### config.mk
export PLATFORM = sky130hd
export DESIGN_NAME = prom_page_reader
export DESIGN_NICKNAME = d
export VERILOG_FILES = /design/src/rtl/prom_rd_pkg.sv /design/src/rtl/prom_cycle_timer.sv /design/src/rtl/prom_addr_walker.sv /design/src/rtl/prom_page_reader.sv
export SDC_FILE = /design/constraint.sdc
export NUM_CORES = 1
export LEC_CHECK = 0
export BUFFER_PORTS_ARGS = -buffer_cell sky130_fd_sc_hd__buf_2
export CAP_MARGIN = 20
export CORE_MARGIN = 3
export CORE_UTILIZATION = 50
export DETAILED_ROUTE_END_ITERATION = 12
export PLACE_DENSITY_LB_ADDON = 0.3
export SLEW_MARGIN = 10
export SYNTH_ARGS = -nofsm -noshare
export SYNTH_HDL_FRONTEND = slang
export SYNTH_SLANG_ARGS = --single-unit
### constraint.sdc
create_clock -name clk -period 5.7 [get_ports clk]
set_input_delay 0.285 -clock clk [delete_from_list [all_inputs] [get_ports clk]]
set_output_delay 0.285 -clock clk [all_outputs]
set_load 0.02 [all_outputs]
### src/rtl/prom_rd_pkg.sv
// Shared types and helpers for the page-mode ROM reader.
// Assumes all timing limits are non-negative nanosecond integers.
package prom_rd_pkg;

    typedef enum logic [1:0] {
        ST_PWR   = 2'd0,
        ST_IDLE  = 2'd1,
        ST_WAIT  = 2'd2,
        ST_FLOAT = 2'd3
    } rd_state_e;

    // Round a nanosecond limit up to whole clock cycles.
    function automatic int unsigned ns_to_cyc(input int unsigned ns, input int unsigned clk_ns);
        return (ns + clk_ns - 1) / clk_ns;
    endfunction

    function automatic int unsigned max2(input int unsigned a, input int unsigned b);
        return (a > b) ? a : b;
    endfunction

endpackage

### src/rtl/prom_cycle_timer.sv
// Down-counter used for every ROM wait.
// Loads a value, counts down to zero and holds there; done is high at zero.
// Assumes load_val fits in CNT_W bits.
module prom_cycle_timer #(
    parameter int CNT_W     = 4,
    parameter int RESET_VAL = 0
) (
    input  logic             clk,
    input  logic             rst_n,
    input  logic             load,
    input  logic [CNT_W-1:0] load_val,
    output logic [CNT_W-1:0] cnt,
    output logic             done
);

    // Load a new wait or count the current one down.
    always_ff @(posedge clk) begin
        if (!rst_n) begin
            cnt <= CNT_W'(RESET_VAL);
        end else if (load) begin
            cnt <= load_val;
        end else if (cnt != '0) begin
            cnt <= cnt - 1'b1;
        end
    end

    assign done = (cnt == '0);

    AST_TMR_HOLD_ZERO: assert property (@(posedge clk) disable iff (!rst_n)
        (!load && cnt == '0) |=> (cnt == '0));

endmodule

### src/rtl/prom_addr_walker.sv
// Holds the current burst address and width mode.
// Steps the address and reports whether it sits on the last slot of its page.
// In 8-bit mode the address is a byte address. In 16-bit mode only the
// low ADDR_W bits take part and wrap.
module prom_addr_walker #(
    parameter int ADDR_W    = 22,
    parameter int PAGE_BITS = 2
) (
    input  logic              clk,
    input  logic              rst_n,
    input  logic              start,
    input  logic [ADDR_W:0]   start_addr,
    input  logic              start_byte,
    input  logic              step,
    output logic [ADDR_W:0]   cur,
    output logic              byte_mode,
    output logic              page_last,
    output logic [ADDR_W-1:0] word_addr,
    output logic              lsb
);

    // Capture a new burst or advance by one beat.
    always_ff @(posedge clk) begin
        if (!rst_n) begin
            cur       <= '0;
            byte_mode <= 1'b0;
        end else if (start) begin
            cur       <= start_addr;
            byte_mode <= start_byte;
        end else if (step) begin
            if (byte_mode) begin
                cur <= cur + 1'b1;
            end else begin
                cur[ADDR_W-1:0] <= cur[ADDR_W-1:0] + 1'b1;
            end
        end
    end

    // The page field is one bit wider in byte mode.
    always_comb begin
        if (byte_mode) begin
            page_last = &cur[PAGE_BITS:0];
            word_addr = cur[ADDR_W:1];
        end else begin
            page_last = &cur[PAGE_BITS-1:0];
            word_addr = cur[ADDR_W-1:0];
        end
    end

    assign lsb = cur[0];

    AST_WORD_PAGE_WRAP: assert property (@(posedge clk) disable iff (!rst_n)
        (step && !start && !byte_mode && page_last) |=> (cur[PAGE_BITS-1:0] == '0));

    AST_BYTE_PAGE_WRAP: assert property (@(posedge clk) disable iff (!rst_n)
        (step && !start && byte_mode && page_last) |=> (cur[PAGE_BITS:0] == '0));

endmodule

### src/rtl/prom_page_reader.sv
// Synchronous read controller for an asynchronous page-mode mask ROM.
// Holds chip enable off through power-up, then serves bursts. The first
// beat pays the full access wait; in-page beats pay the page wait; page
// crossings pay the full wait again. Standby and a closed page between
// bursts. Assumes the ROM data pins are captured directly by clk and that
// an outer pad drives the shared top data pin from rom_lsb_out/rom_lsb_oe.
module prom_page_reader
    import prom_rd_pkg::*;
#(
    parameter int CLK_NS         = 20,
    parameter int ADDR_W         = 22,
    parameter int PAGE_WORD_BITS = 2,
    parameter int LEN_W          = 8,
    parameter int T_PWR_NS       = 200,
    parameter int T_ACC_NS       = 100,
    parameter int T_CE_NS        = 100,
    parameter int T_OE_NS        = 25,
    parameter int T_PAGE_NS      = 25,
    parameter int T_MODE_NS      = 100,
    parameter int T_FLOAT_NS     = 25
) (
    input  logic              clk,
    input  logic              rst_n,
    input  logic              req_valid,
    input  logic              req_byte,
    input  logic [ADDR_W:0]   req_addr,
    input  logic [LEN_W-1:0]  req_len,
    output logic              busy,
    output logic              rsp_valid,
    output logic [15:0]       rsp_data,
    output logic [ADDR_W-1:0] rom_addr,
    output logic              rom_ce_n,
    output logic              rom_oe_n,
    output logic              rom_word,
    input  logic [15:0]       rom_dq_in,
    output logic              rom_lsb_out,
    output logic              rom_lsb_oe
);

    localparam int PWR_CYC   = max2(1, ns_to_cyc(T_PWR_NS, CLK_NS));
    localparam int FULL_CYC  = max2(1, max2(ns_to_cyc(T_ACC_NS, CLK_NS),
                                     max2(ns_to_cyc(T_CE_NS, CLK_NS), ns_to_cyc(T_OE_NS, CLK_NS))));
    localparam int MODE_CYC  = max2(FULL_CYC, ns_to_cyc(T_MODE_NS, CLK_NS));
    localparam int PAGE_CYC  = max2(1, ns_to_cyc(T_PAGE_NS, CLK_NS));
    localparam int FLOAT_CYC = ns_to_cyc(T_FLOAT_NS, CLK_NS);
    localparam int MAX_CYC   = max2(max2(PWR_CYC, MODE_CYC), max2(PAGE_CYC, FLOAT_CYC));
    localparam int TMR_W     = $clog2(MAX_CYC + 1);

    localparam logic [TMR_W-1:0] LD_FULL  = TMR_W'(FULL_CYC - 1);
    localparam logic [TMR_W-1:0] LD_MODE  = TMR_W'(MODE_CYC - 1);
    localparam logic [TMR_W-1:0] LD_PAGE  = TMR_W'(PAGE_CYC - 1);
    localparam logic [TMR_W-1:0] LD_FLOAT = TMR_W'(FLOAT_CYC);

    rd_state_e         state_q;
    logic [LEN_W-1:0]  remain_q;
    logic              ce_n_q;
    logic              oe_n_q;
    logic              rsp_valid_q;
    logic [15:0]       rsp_data_q;

    logic              tmr_load;
    logic [TMR_W-1:0]  tmr_val;
    logic [TMR_W-1:0]  tmr_cnt;
    logic              tmr_done;

    logic [ADDR_W:0]   walk_cur;
    logic              byte_q;
    logic              page_last;
    logic              walk_lsb;
    logic [ADDR_W-1:0] walk_word;

    logic              accept;
    logic              beat_done;
    logic              last_beat;

    assign accept    = (state_q == ST_IDLE) && req_valid;
    assign beat_done = (state_q == ST_WAIT) && tmr_done;
    assign last_beat = beat_done && (remain_q == '0);

    prom_cycle_timer #(
        .CNT_W     (TMR_W),
        .RESET_VAL (PWR_CYC)
    ) i_timer (
        .clk      (clk),
        .rst_n    (rst_n),
        .load     (tmr_load),
        .load_val (tmr_val),
        .cnt      (tmr_cnt),
        .done     (tmr_done)
    );

    prom_addr_walker #(
        .ADDR_W    (ADDR_W),
        .PAGE_BITS (PAGE_WORD_BITS)
    ) i_walker (
        .clk        (clk),
        .rst_n      (rst_n),
        .start      (accept),
        .start_addr (req_addr),
        .start_byte (req_byte),
        .step       (beat_done && !last_beat),
        .cur        (walk_cur),
        .byte_mode  (byte_q),
        .page_last  (page_last),
        .word_addr  (walk_word),
        .lsb        (walk_lsb)
    );

    // Pick which wait to start: full, mode-switch, page or bus release.
    always_comb begin
        tmr_load = 1'b0;
        tmr_val  = '0;
        if (accept) begin
            tmr_load = 1'b1;
            tmr_val  = (req_byte != byte_q) ? LD_MODE : LD_FULL;
        end else if (last_beat) begin
            tmr_load = 1'b1;
            tmr_val  = LD_FLOAT;
        end else if (beat_done) begin
            tmr_load = 1'b1;
            tmr_val  = page_last ? LD_FULL : LD_PAGE;
        end
    end

    // Sequence power-up hold, idle, read waits and bus release.
    always_ff @(posedge clk) begin
        if (!rst_n) begin
            state_q <= ST_PWR;
        end else begin
            case (state_q)
                ST_PWR:   if (tmr_done)  state_q <= ST_IDLE;
                ST_IDLE:  if (req_valid) state_q <= ST_WAIT;
                ST_WAIT:  if (last_beat) state_q <= ST_FLOAT;
                ST_FLOAT: if (tmr_done)  state_q <= ST_IDLE;
                default:                 state_q <= ST_PWR;
            endcase
        end
    end

    // Enable the chip for a burst and return it to standby after the last beat.
    always_ff @(posedge clk) begin
        if (!rst_n) begin
            ce_n_q <= 1'b1;
            oe_n_q <= 1'b1;
        end else if (accept) begin
            ce_n_q <= 1'b0;
            oe_n_q <= 1'b0;
        end else if (last_beat) begin
            ce_n_q <= 1'b1;
            oe_n_q <= 1'b1;
        end
    end

    // Count the beats still owed in the current burst.
    always_ff @(posedge clk) begin
        if (!rst_n) begin
            remain_q <= '0;
        end else if (accept) begin
            remain_q <= req_len;
        end else if (beat_done && !last_beat) begin
            remain_q <= remain_q - 1'b1;
        end
    end

    // Capture the ROM data when its wait has run out.
    always_ff @(posedge clk) begin
        if (!rst_n) begin
            rsp_valid_q <= 1'b0;
            rsp_data_q  <= '0;
        end else begin
            rsp_valid_q <= beat_done;
            if (beat_done) begin
                rsp_data_q <= byte_q ? {8'h00, rom_dq_in[7:0]} : rom_dq_in;
            end
        end
    end

    assign busy        = (state_q != ST_IDLE);
    assign rsp_valid   = rsp_valid_q;
    assign rsp_data    = rsp_data_q;
    assign rom_addr    = walk_word;
    assign rom_ce_n    = ce_n_q;
    assign rom_oe_n    = oe_n_q;
    assign rom_word    = !byte_q;
    assign rom_lsb_out = walk_lsb;
    assign rom_lsb_oe  = byte_q;

    AST_PWR_CE_OFF: assert property (@(posedge clk) disable iff (!rst_n)
        (state_q == ST_PWR) |-> (rom_ce_n && busy));

    AST_IDLE_STANDBY: assert property (@(posedge clk) disable iff (!rst_n)
        (state_q == ST_IDLE) |-> (rom_ce_n && rom_oe_n));

    AST_BUSY_REQ_IGNORED: assert property (@(posedge clk) disable iff (!rst_n)
        (state_q == ST_WAIT && !tmr_done) |=> $stable(walk_cur));

    AST_INPAGE_SHORT: assert property (@(posedge clk) disable iff (!rst_n)
        (beat_done && remain_q != '0 && !page_last) |=> (tmr_cnt == LD_PAGE));

    AST_CROSS_FULL: assert property (@(posedge clk) disable iff (!rst_n)
        (beat_done && remain_q != '0 && page_last) |=> (tmr_cnt == LD_FULL));

    AST_BYTE_ZERO_EXT: assert property (@(posedge clk) disable iff (!rst_n)
        (rsp_valid && byte_q) |-> (rsp_data[15:8] == 8'h00));

    AST_RSP_AFTER_CE: assert property (@(posedge clk) disable iff (!rst_n)
        rsp_valid |-> $past(!rom_ce_n));

    AST_LAST_RELEASE: assert property (@(posedge clk) disable iff (!rst_n)
        (rsp_valid && state_q == ST_FLOAT) |-> (rom_ce_n && rom_oe_n));

endmodule

==> out/summary.txt <==
F_max -> 0.315 GHz
Max-slew violations -> 0
Core Rows -> 27
Global-route wire length before repair -> 12200 um
Mapped Cells -> 363
CTS tree -> yes
TritonCTS Buffers -> 5
Worst-Skew Late Latency -> 0.31 ns
Synth Net Count -> 421
Number of flops mapped to enable cells by yosys -> 0
Input/output buffers -> 95
Largest cells by area after synthesis -> dfxtp_1 37%, a21oi_1 8.0%, mux2_2 7.9%
Ant. Diodes -> 0
Synth area leader -> dfxtp_1
Worst EP arrival -> 3.40 ns
PwrDens -> 317 nW/um^2
WS Path Type -> reg2reg
Crit end category -> flip-flop
RSZ-0062 raised after global routing -> false
Peak VDD IR -> 190 uV
Pre-CTS setup slack -> 2.15 ns
Growth of design area from synthesis to finish -> 19.6%
Final instance area -> 3590 um^2
I/O pin total -> 96
CORE AREA -> 5640 um^2
DRT Pass-1 Iters -> 4
Share of the synthesized area in the top cell type -> 0.374
Post-CTS sizing -> 0
Hold Path Class -> in2reg
Clock Pin Slew Worst Setup and Hold Paths -> 0.09 ns
Tmin final -> 3.18 ns
Clk_skew -> 0.00744 ns
Slew margin rel. -> 0.380
Placed Area -> 3470 um^2
Total power -> 1.14 mW
Share of layout cells above drive strength 1 -> 0.300
Vias in the first global route -> 2678
Primary FF master, synth -> dfxtp_1
GP Congestion -> 0.855
Pleak -> 1.58 nW
Die Y -> 83.4 um
Ys async rst share -> 0
Post-synthesis sequential area ratio -> 0.374
Die ar. -> 6960 um^2
Final setup viols -> 0
Die X-Extent -> 83.4 um
Sink Count -> 56
Utilization after layout -> 0.636
Routed len/inst -> 13.7 um
Period utilization -> 0.557
Max-cap violation count -> 0
FF+latch count, synth -> 56
Syn avg cell area -> 8.26 um^2
Status -> complete, no violations
Post-DP HPWL -> 5020 um
Total global-route track usage -> 0.205
Required @ worst endpoint -> 5.92 ns
# Post-CTS Setup Buffers -> 0
Final worst slack -> 2.52 ns
DRT iter0 DRCs -> 189
Hold Vio Cnt, Final -> 0
WL final -> 7090 um
Via Count -> 2793
Max clock buf depth -> 2
Setup tns final -> 0 ns
Routed Antenna Nets -> 0
Initial Util -> 0.531
DR DRC count -> 0
H-tree levels -> 2
Nets -> 502
Yosys cell types -> 43
Root Driver -> clkbuf_8
Synthesis Warnings -> 0
Initial antenna violation count -> 0
Vias per std cell -> 5.41
Synthesized area -> 3000 um^2
# hold bufs at CTS -> 0
Pin count of the biggest net entering global routing -> 64
Grt ovf -> 0
Pin slew with the least headroom to its limit -> 0.924 ns
Critical Path Fanout Max -> 21
Startpoint Class -> flip-flop
==> state kept, by name, summed over array words and instances, names as in the netlist <==
signal / count
state_q: 2
rsp_data: 16
remain_q: 8
rom_oe_n: 1
i_walker.byte_mode: 1
i_timer.cnt: 4
rsp_valid: 1
i_walker.cur: 23
==> routing by layer <==
metal,GRT usage,up-vias,share of wire
met1,0.259,1289,0.44
met2,0.353,67,0.50
met4,0.0599,0,0.0094
met5,0,-,0
met3,0.0407,7,0.048
li1,-,1430,-
==> metrics by stage <==
step	hold WS, ns	std cells
global placement	0.442	507
detailed placement	0.447	507
CTS	0.208	514
finish	0.211	516
floorplan	0.415	363
global route	0.195	516
==> cells in the mapped netlist, types with 8 or more instances <==
cell type	instances
inv_1	13
o21ai_0	37
mux2_2	21
xor2_1	18
nand2_1	34
nor2_1	25
a21oi_1	48
dfxtp_1	56
and3_1	9
clkbuf_1	18
nand3_1	13
nand4_1	8
==> power breakdown <==
| group | switching (mW) | internal [mW] |
|---|---|---|
| Sequential | 0.0705 | 0.451 |
| Clock | 0.122 | 0.0840 |
| Combinational | 0.231 | 0.178 |
| Total | 0.424 | 0.713 |
==> cell type report <==
type	count	area, um^2
inverters	13	48.8
flip-flops and latches	56	1120
fillers	476	2060
repair buffers	98	518
clock inverters	1	5.00
clock buffers	6	72.6
well taps	72	90.1
multi-input cells	270	1730
==> cell families (layout without fill, tap and decap cells) <==
kind of cell | count (synthesis) | in the layout | synth area share
adders and majority gates | 7 | 7 | 0.0292
xor gates and xnor gates | 25 | 25 | 0.0730
DFF | 56 | 56 | 0.374
and+or+nand+nor | 112 | 112 | 0.194
muxes | 27 | 27 | 0.0989
buffers and inverters | 37 | 118 | 0.0509
AOI/OAI and AO/OA | 99 | 99 | 0.180
==> layout by cell type, fill, tap and decap left out, types with 2 or more instances in the layout <==
master and instances:
nand4b_1 2, a211oi_1 5, a21oi_1 47, nand2_1 33, xor2_1 18, and3_1 9, ha_1 7, nand3_1 13
and4_1 2, o21ai_0 37, mux2i_1 6, dfxtp_1 56, mux2_2 21, xnor2_1 7, nor2_1 25, inv_1 13
nand2_2 2, nand4_1 8, clkbuf_8 5, nor3_1 7, buf_2 95
==> final timing paths <==
kind                 from               end  slack (ns)  cells past startpoint
min          rom_dq_in[0]       rsp_data[0]        0.21                      3
min reg2reg   rsp_data[0]       rsp_data[0]        0.46                      2
max            state_q[0]  i_walker.cur[19]        2.52                      7
max reg2reg    state_q[0]  i_walker.cur[19]        2.52                      7
==> worst max-delay path, stage by stage (launching register included) <==
cell and delay (ns):
dfxtp_1 0.32, inv_1 0.08, ha_1 0.34, nand4bb_1 0.78, a21oi_2 0.89, nand3_1 0.26
mux2i_1 0.18, a211oi_1 0.23
(Power assumes the default switching activity.)
